==> src/rtl/dma_req_pkg.sv <==
package dma_req_pkg;
  localparam int unsigned REQ_LINES = 8;

  typedef enum logic { HEN_CONTINUOUS = 1'b0, HEN_SINGLE = 1'b1 } hen_mode_e;
  typedef enum logic { CLR_PER_XFER = 1'b0, CLR_PER_TXN = 1'b1 } clr_pol_e;
endpackage

==> src/rtl/req_line_sel.sv <==
module req_line_sel #(
  parameter int unsigned NUM_LINES = 8,
  localparam int unsigned SEL_W = (NUM_LINES > 1) ? $clog2(NUM_LINES) : 1
) (
  input  logic                 clk,
  input  logic                 rst_n,
  input  logic [NUM_LINES-1:0] lines_i,
  input  logic [SEL_W-1:0]     sel_i,
  output logic                 edge_o
);
  logic [NUM_LINES-1:0] prev_q;
  logic [NUM_LINES-1:0] prev_d;
  logic [NUM_LINES-1:0] rise;

  // one edge detector per line, so a change of select never fakes an edge
  for (genvar g = 0; g < NUM_LINES; g++) begin : g_edge
    assign rise[g] = lines_i[g] & ~prev_q[g];
  end

  always_comb begin
    prev_d = lines_i;
  end

  always_ff @(posedge clk or negedge rst_n) begin
    if (!rst_n) prev_q <= '0;
    else        prev_q <= prev_d;
  end

  assign edge_o = rise[sel_i];
endmodule

==> src/rtl/req_hw_enable.sv <==
module req_hw_enable
  import dma_req_pkg::*;
(
  input  logic      clk,
  input  logic      rst_n,
  input  hen_mode_e mode_i,
  input  logic      set_i,
  input  logic      clr_i,
  input  logic      txn_done_i,
  output logic      hen_o
);
  logic hen_q, hen_d, auto_clr;

  always_comb begin
    auto_clr = (mode_i == HEN_SINGLE) && txn_done_i;
    hen_d    = hen_q;
    if (clr_i || auto_clr) hen_d = 1'b0;
    if (set_i)             hen_d = 1'b1;
  end

  always_ff @(posedge clk or negedge rst_n) begin
    if (!rst_n) hen_q <= 1'b0;
    else        hen_q <= hen_d;
  end

  assign hen_o = hen_q;


  hen_set_chk: assert property (@(posedge clk) disable iff (!rst_n)
    set_i |=> hen_q);

  hen_single_off_chk: assert property (@(posedge clk) disable iff (!rst_n)
    (mode_i == HEN_SINGLE && txn_done_i && !set_i) |=> !hen_q);

  hen_cont_keep_chk: assert property (@(posedge clk) disable iff (!rst_n)
    (mode_i == HEN_CONTINUOUS && hen_q && !clr_i) |=> hen_q);
endmodule

==> src/rtl/req_pending.sv <==
module req_pending
  import dma_req_pkg::*;
(
  input  logic     clk,
  input  logic     rst_n,
  input  logic     hw_ev_i,
  input  logic     sw_req_i,
  input  clr_pol_e pol_i,
  input  logic     xfer_done_i,
  input  logic     txn_done_i,
  input  logic     pend_clr_i,
  input  logic     lost_clr_i,
  output logic     pend_o,
  output logic     lost_o,
  output logic     irq_o
);
  logic pend_q, pend_d;
  logic lost_q, lost_d;
  logic irq_q, irq_d;
  logic set_ev, clr_ev, lost_ev;

  always_comb begin
    set_ev  = hw_ev_i | sw_req_i;
    clr_ev  = pend_clr_i |
              ((pol_i == CLR_PER_XFER) & xfer_done_i) |
              ((pol_i == CLR_PER_TXN)  & txn_done_i);
    lost_ev = set_ev & pend_q & ~clr_ev;
    pend_d  = set_ev | (pend_q & ~clr_ev);
    lost_d  = lost_ev | (lost_q & ~lost_clr_i);
    irq_d   = lost_ev;
  end

  always_ff @(posedge clk or negedge rst_n) begin
    if (!rst_n) begin
      pend_q <= 1'b0;
      lost_q <= 1'b0;
      irq_q  <= 1'b0;
    end else begin
      pend_q <= pend_d;
      lost_q <= lost_d;
      irq_q  <= irq_d;
    end
  end

  assign pend_o = pend_q;
  assign lost_o = lost_q;
  assign irq_o  = irq_q;


  sw_sets_pend_chk: assert property (@(posedge clk) disable iff (!rst_n)
    sw_req_i |=> pend_q);

  sw_clr_pend_chk: assert property (@(posedge clk) disable iff (!rst_n)
    (pend_clr_i && !sw_req_i && !hw_ev_i) |=> !pend_q);

  txn_pol_hold_chk: assert property (@(posedge clk) disable iff (!rst_n)
    (pol_i == CLR_PER_TXN && pend_q && !txn_done_i && !pend_clr_i) |=> pend_q);

  lost_flag_chk: assert property (@(posedge clk) disable iff (!rst_n)
    (sw_req_i && pend_q && !pend_clr_i && !xfer_done_i && !txn_done_i) |=> (lost_q && irq_q));

  no_lost_on_clear_chk: assert property (@(posedge clk) disable iff (!rst_n)
    (pend_clr_i && !lost_q) |=> !irq_q);

  lost_sticky_chk: assert property (@(posedge clk) disable iff (!rst_n)
    (lost_q && !lost_clr_i) |=> lost_q);

  irq_pulse_chk: assert property (@(posedge clk) disable iff (!rst_n)
    irq_q |-> lost_q);
endmodule

==> src/rtl/dma_req_front.sv <==
module dma_req_front
  import dma_req_pkg::*;
#(
  parameter int unsigned NUM_LINES = REQ_LINES,
  localparam int unsigned SEL_W = (NUM_LINES > 1) ? $clog2(NUM_LINES) : 1
) (
  input  logic                 clk,
  input  logic                 rst_n,
  input  logic [NUM_LINES-1:0] hw_req_i,
  input  logic [SEL_W-1:0]     sel_i,
  input  logic                 single_i,
  input  logic                 clr_txn_i,
  input  logic                 sw_req_i,
  input  logic                 hen_set_i,
  input  logic                 hen_clr_i,
  input  logic                 pend_clr_i,
  input  logic                 lost_clr_i,
  input  logic                 xfer_done_i,
  input  logic                 txn_done_i,
  input  logic                 susp_en_i,
  input  logic                 susp_glob_i,
  output logic                 pend_o,
  output logic                 hen_o,
  output logic                 lost_o,
  output logic                 lost_irq_o,
  output logic                 susp_req_o
);
  logic      line_edge;
  logic      hw_ev;
  logic      hen;
  hen_mode_e mode;
  clr_pol_e  pol;

  assign mode = single_i  ? HEN_SINGLE  : HEN_CONTINUOUS;
  assign pol  = clr_txn_i ? CLR_PER_TXN : CLR_PER_XFER;

  req_line_sel #(.NUM_LINES(NUM_LINES)) u_sel (
    .clk     (clk),
    .rst_n   (rst_n),
    .lines_i (hw_req_i),
    .sel_i   (sel_i),
    .edge_o  (line_edge)
  );

  req_hw_enable u_hen (
    .clk        (clk),
    .rst_n      (rst_n),
    .mode_i     (mode),
    .set_i      (hen_set_i),
    .clr_i      (hen_clr_i),
    .txn_done_i (txn_done_i),
    .hen_o      (hen)
  );

  assign hw_ev = line_edge & hen;

  req_pending u_pend (
    .clk         (clk),
    .rst_n       (rst_n),
    .hw_ev_i     (hw_ev),
    .sw_req_i    (sw_req_i),
    .pol_i       (pol),
    .xfer_done_i (xfer_done_i),
    .txn_done_i  (txn_done_i),
    .pend_clr_i  (pend_clr_i),
    .lost_clr_i  (lost_clr_i),
    .pend_o      (pend_o),
    .lost_o      (lost_o),
    .irq_o       (lost_irq_o)
  );

  assign hen_o      = hen;
  assign susp_req_o = susp_en_i & susp_glob_i;


  gated_hw_chk: assert property (@(posedge clk) disable iff (!rst_n)
    (!hen_o && !sw_req_i && !pend_o) |=> !pend_o);
endmodule

==> config.mk <==
export PLATFORM = sky130hd
export DESIGN_NAME = dma_req_front
export DESIGN_NICKNAME = d
export VERILOG_FILES = /design/src/rtl/dma_req_pkg.sv /design/src/rtl/req_line_sel.sv /design/src/rtl/req_hw_enable.sv /design/src/rtl/req_pending.sv /design/src/rtl/dma_req_front.sv
export SDC_FILE = /design/constraint.sdc
export NUM_CORES = 1
export LEC_CHECK = 0
export ABC_AREA = 1
export BUFFER_PORTS_ARGS = -buffer_cell sky130_fd_sc_hd__buf_2
export CORE_AREA = 2 2 39 41
export CTS_CLUSTER_DIAMETER = 60
export DETAILED_ROUTE_END_ITERATION = 10
export DIE_AREA = 0 0 41 43
export PLACE_DENSITY = 0.71
export SLEW_MARGIN = 25
export SYNTH_ARGS = -nofsm -noshare
export SYNTH_HDL_FRONTEND = slang
export SYNTH_SLANG_ARGS = --single-unit
==> constraint.sdc <==
create_clock -name clk -period 1.1 [get_ports clk]
set_input_delay 0.22 -clock clk [delete_from_list [all_inputs] [get_ports clk]]
set_output_delay 0.22 -clock clk [all_outputs]
set_load 0.01 [all_outputs]
---- Word-level counts from Yosys, hierarchy flattened ----
Cells that the tools add are included.
word-level totals
  register bits ........................... 12
  input port bits ......................... 24
cells by class
  $lt $le $gt $ge ......................... 1
  multiplexer cells ....................... 6
  bitwise logic cells ..................... 32
  reduce and logical (&&, ||, !) cells .... 3
operators with widths
  kind                count
  $and 1x1->1         16
  $not 1->1           11
  $mux 1              5
  $or 1x1->1          5
  $lt 3x4->1 const B  1
  $bmux 1 s3          1
  $reduce_bool 2->1   1
  $logic_and 1x1->1   1
  $logic_or 1x1->1    1

---- Longest topological paths before layout ----
  depth in word-level cells ............... 9
  depth in mapped cells ................... 10
  mapped depth without buffers ............ 9

---- Hierarchy ----
A second synthesis with hierarchy kept.
second synthesis, totals
  cell total of the unflattened synthesis .. 61
  area, all modules ....................... 510.5 um^2
by module, submodules not included
  module         instances  cells each  area an instance (um^2)  seq. area each (um^2)
  req_line_sel   1          32          312.8                    200.2
  req_pending    1          19          137.6                    75.1
  req_hw_enable  1          6           45.0                     25.0
  dma_req_front  1          4           15.0                     0.0

---- Least setup slack after synthesis ----
No wires, ideal clock.
  kind .................................... input port to flip-flop
  start point ............................. input sel_i[0]
  end point ............................... register u_pend.lost_q, in the netlist u_pend.lost_o
  library setup time ...................... 65 ps
  arrival time ............................ 844 ps
  setup slack ............................. 191 ps
  stages on the path ...................... 10
  path buffers ............................ 1
  path through ............................ buf_6 nor2_2 nand2_1 nand3_1 nand2_1 nand2_1 nand3_2 nand2_1 nand2_1 nand2_1
between the ends
  word-level cells in the longest chain between the ends .. 7
ends and longest elaborated chain
  what                          RTL line             source
  start, declared               dma_req_front.sv:10  input logic [SEL_W-1:0] sel_i,
  $bmux 1 s3                    req_line_sel.sv:29   assign edge_o = rise[sel_i];
  $mux 1 (implied by the code)  req_line_sel.sv:29
  $and 1x1->1                   dma_req_front.sv:55  assign hw_ev = line_edge & hen;
  $or 1x1->1                    req_pending.sv:23    set_ev = hw_ev_i | sw_req_i;
  $and 1x1->1 (2 in series)     req_pending.sv:27    lost_ev = set_ev & pend_q & ~clr_ev;
  $or 1x1->1                    req_pending.sv:29    lost_d = lost_ev | (lost_q & ~lost_clr_i);
  named net u_pend.lost_d       req_pending.sv:18    logic lost_q, lost_d;
  end signal, assigned          req_pending.sv:40    lost_q <= lost_d;
  end, declared                 req_pending.sv:18
The timed path passes the listed nets, and every way through them passes these cells. The select of a mux whose other input is x is not followed.
A chain may end at the register's enable or synchronous reset.

---- Worst setup path in the final report ----
  start point ............................. register u_hen.hen_q, in the netlist u_hen.hen_o
  end point ............................... output hen_o
RTL lines
  what                    RTL line             source
  start, declared         req_hw_enable.sv:12  logic hen_q, hen_d, auto_clr;
  start signal, assigned  req_hw_enable.sv:23  else hen_q <= hen_d;
  end, declared           dma_req_front.sv:23  output logic hen_o,
No word-level cell between the ends.

==> results.yml <==
run_status:
  status: "finished clean"
power_and_ir_drop:
  seqPwrFrac: 0.505
  switchingPower_mw: 0.2161
  p_per_area_mw_per_mm2: 1347
  clock_power_share: 0.356
  vdd_drop_max_mv: 0.6634
  leakagePower_nw: 0.4300
  combPwrFrac: 0.140
  swShare: 0.2275
  p_int_mw: 0.7341
global_route:
  grt_pass1_vias: 383
  grt_pass1_wl_mm: 1.518
  grt_overflow: 0
  antenna_found_initial: 0
  track_usage: 0.1287
  grt_max_degree: 13
setup_path:
  critical_path.top_delay_family: "flip-flops"
  worstSetupPathType: "reg2out"
  cp_max_fo: 3
  crit_arrival_ns: 0.82
  crit_path_top_delay_cell: "dfrtp_1"
  max_stage_delay_ns: 0.41
  cp-start-kind: "flip-flop"
  cp_cell_sequence: "buf_2"
  worst-path-buf-inv: 1
  worstSetupEndpointType: "output port"
  crit_required_ns: 0.88
floorplanning:
  die_w_um: 41
  rows: 14
  dieHeight_um: 43
  core-area_mm2: 0.001384
  pin_count: 29
  start_util: 0.3689
  dieArea_mm2: 0.001763
finish:
  diodes: 0
  nets: 115
  final_core_util: 0.5099
  layout_commonest_cell: "buf_2"
  final_cell_mix: "buf_2 (28), nand2_1 (15), inv_1 (13), dfrtp_1 (12), nand3_1 (9)"
  area_delta_synth_final_pct: 38.24
  final_cell_area_um2: 705.7
  drive_gt1_frac: 0.3889
place:
  placed_area_um2: 659.4
  hpwlAfterDp_um: 756.9
  pre_cts_ws_ns: 0.05969
  port-buffer-count: 28
  gp_congestion: 0.7498
cts:
  root_buffer: "clkbuf_4"
  htreeDepth: 1
  cts_inserted_buffers: 3
  cts_setup_buffers: 0
  cts.clk_slew.worst_paths_ns: 0.07
  clock_path_buffers: 2
  clk-insertion-delay-late_ns: 0.26
  tritoncts: "yes"
  clock-sinks: 12
timing:
  tightest_slew_ns: 0.2632
  timing.final.crit_share: 0.9437
  slew_headroom: 0.8246
  max_freq_mhz: 963.3
  finalSetupViolations: 0
  slew_violations: 0
  skew_ns: 0.001360
  fin_crit_ns: 1.038
  hold_viol: 0
  final.setup.tns_ns: 0
  whs_ns: 0.07509
  rsz0062_at_grt: "no"
  setup_ws_ns: 0.06192
drt:
  vias: 443
  firstDrtPassIters: 4
  routedWlPerCell_um: 8.972
  vias_per_cell: 4.179
  remaining_drc_errors: 0
  ant_nets: 0
  routed_wirelength_um: 951
  drt_iter0_drc: 6
synth:
  ys_seq_area_frac: 0.5882
  synth_fp_nets: 82
  ys_ff_latch: 12
  avgSynthCellArea_um2: 8.802
  syn_area_um2: 510.5
  yosys_warnings: 0
  yosysUniqueCellTypes: 11
  syn_inst: 58
job:
  max-cap-violations: 0
min_path:
  min_path_type: "in2reg"
==> logic make-up after synthesis <==
logic type	synth area share
buffers and inverters	0.1177
AO/OA/AOI/OAI	0.02451
AND/OR/NAND/NOR	0.2696
flip-flops	0.5882
==> final cells by class <==
cell class,count,area [um2]
Timing Repair Buffer,29,150.1
Multi-Input combinational cell,32,150.1
Sequential cell,12,300.3
Inverter,13,48.80
Tap cell,16,20.02
Clock buffer,4,36.28
Fill cell,134,678.2
==> stage by stage <==
step	std cells	power [mW]
floorplan	58	0.5495
finish	106	0.9503
global route	106	1.010
global placement	101	0.6179
CTS	106	0.9641
detailed placement	101	0.6210
==> power groups by stage <==
stage               clock network (mW)  logic (mW)  registers (mW)
floorplan                            0      0.0552           0.494
detailed placement                   0       0.132           0.489
global placement                     0       0.130           0.488
CTS                              0.349       0.135           0.480
finish                           0.338       0.133           0.480
global route                     0.375       0.153           0.482
==> routing by layer <==
metal / vias up / wire length (um) / global-route usage
li1: 239 / - / -
met1: 188 / 424 / 0.1667
met2: 14 / 470 / 0.1938
met3: 2 / 40 / 0.03141
met4: 0 / 16 / 0.06000
met5: - / 0 / 0
==> what timing repair did <==
action                    4_1_cts  5_1_grt
resized for setup               0        0
hold buffers                    1        0
hold endpoints to repair       12        0
==> sequential cells by signal (all words and copies together), names as in the netlist <==
register / flops
u_hen.hen_o: 1
u_pend.irq_o: 1
u_pend.lost_o: 1
u_pend.pend_o: 1
u_sel.prev_q: 8
==> synth_stat cells <==
library cell,count,area share
nand3_1,9,0.088
a21o_1,1,0.015
nand2_1,15,0.11
nand4_1,1,0.012
nand3_2,1,0.020
inv_1,13,0.096
nor2_2,2,0.025
buf_6,1,0.022
dfrtp_1,12,0.59
nor2_1,2,0.015
a21oi_1,1,0.0098
==> worst paths after layout <==
kind | start | endpoint | slack [ns] | cells past startpoint
setup / recovery | u_hen.hen_o | hen_o | 0.06 | 1
hold / removal | hw_req_i[6] | u_sel.prev_q[6] | 0.08 | 1
setup reg to reg | u_sel.prev_q[3] | u_pend.lost_o | 0.13 | 9
hold reg to reg | u_pend.lost_o | u_pend.lost_o | 0.49 | 2
max in group asynchronous | rst_n | u_sel.prev_q[5] | 0.54 | 2
min in group asynchronous | rst_n | u_sel.prev_q[1] | 0.36 | 2
(Power assumes the default switching activity.)
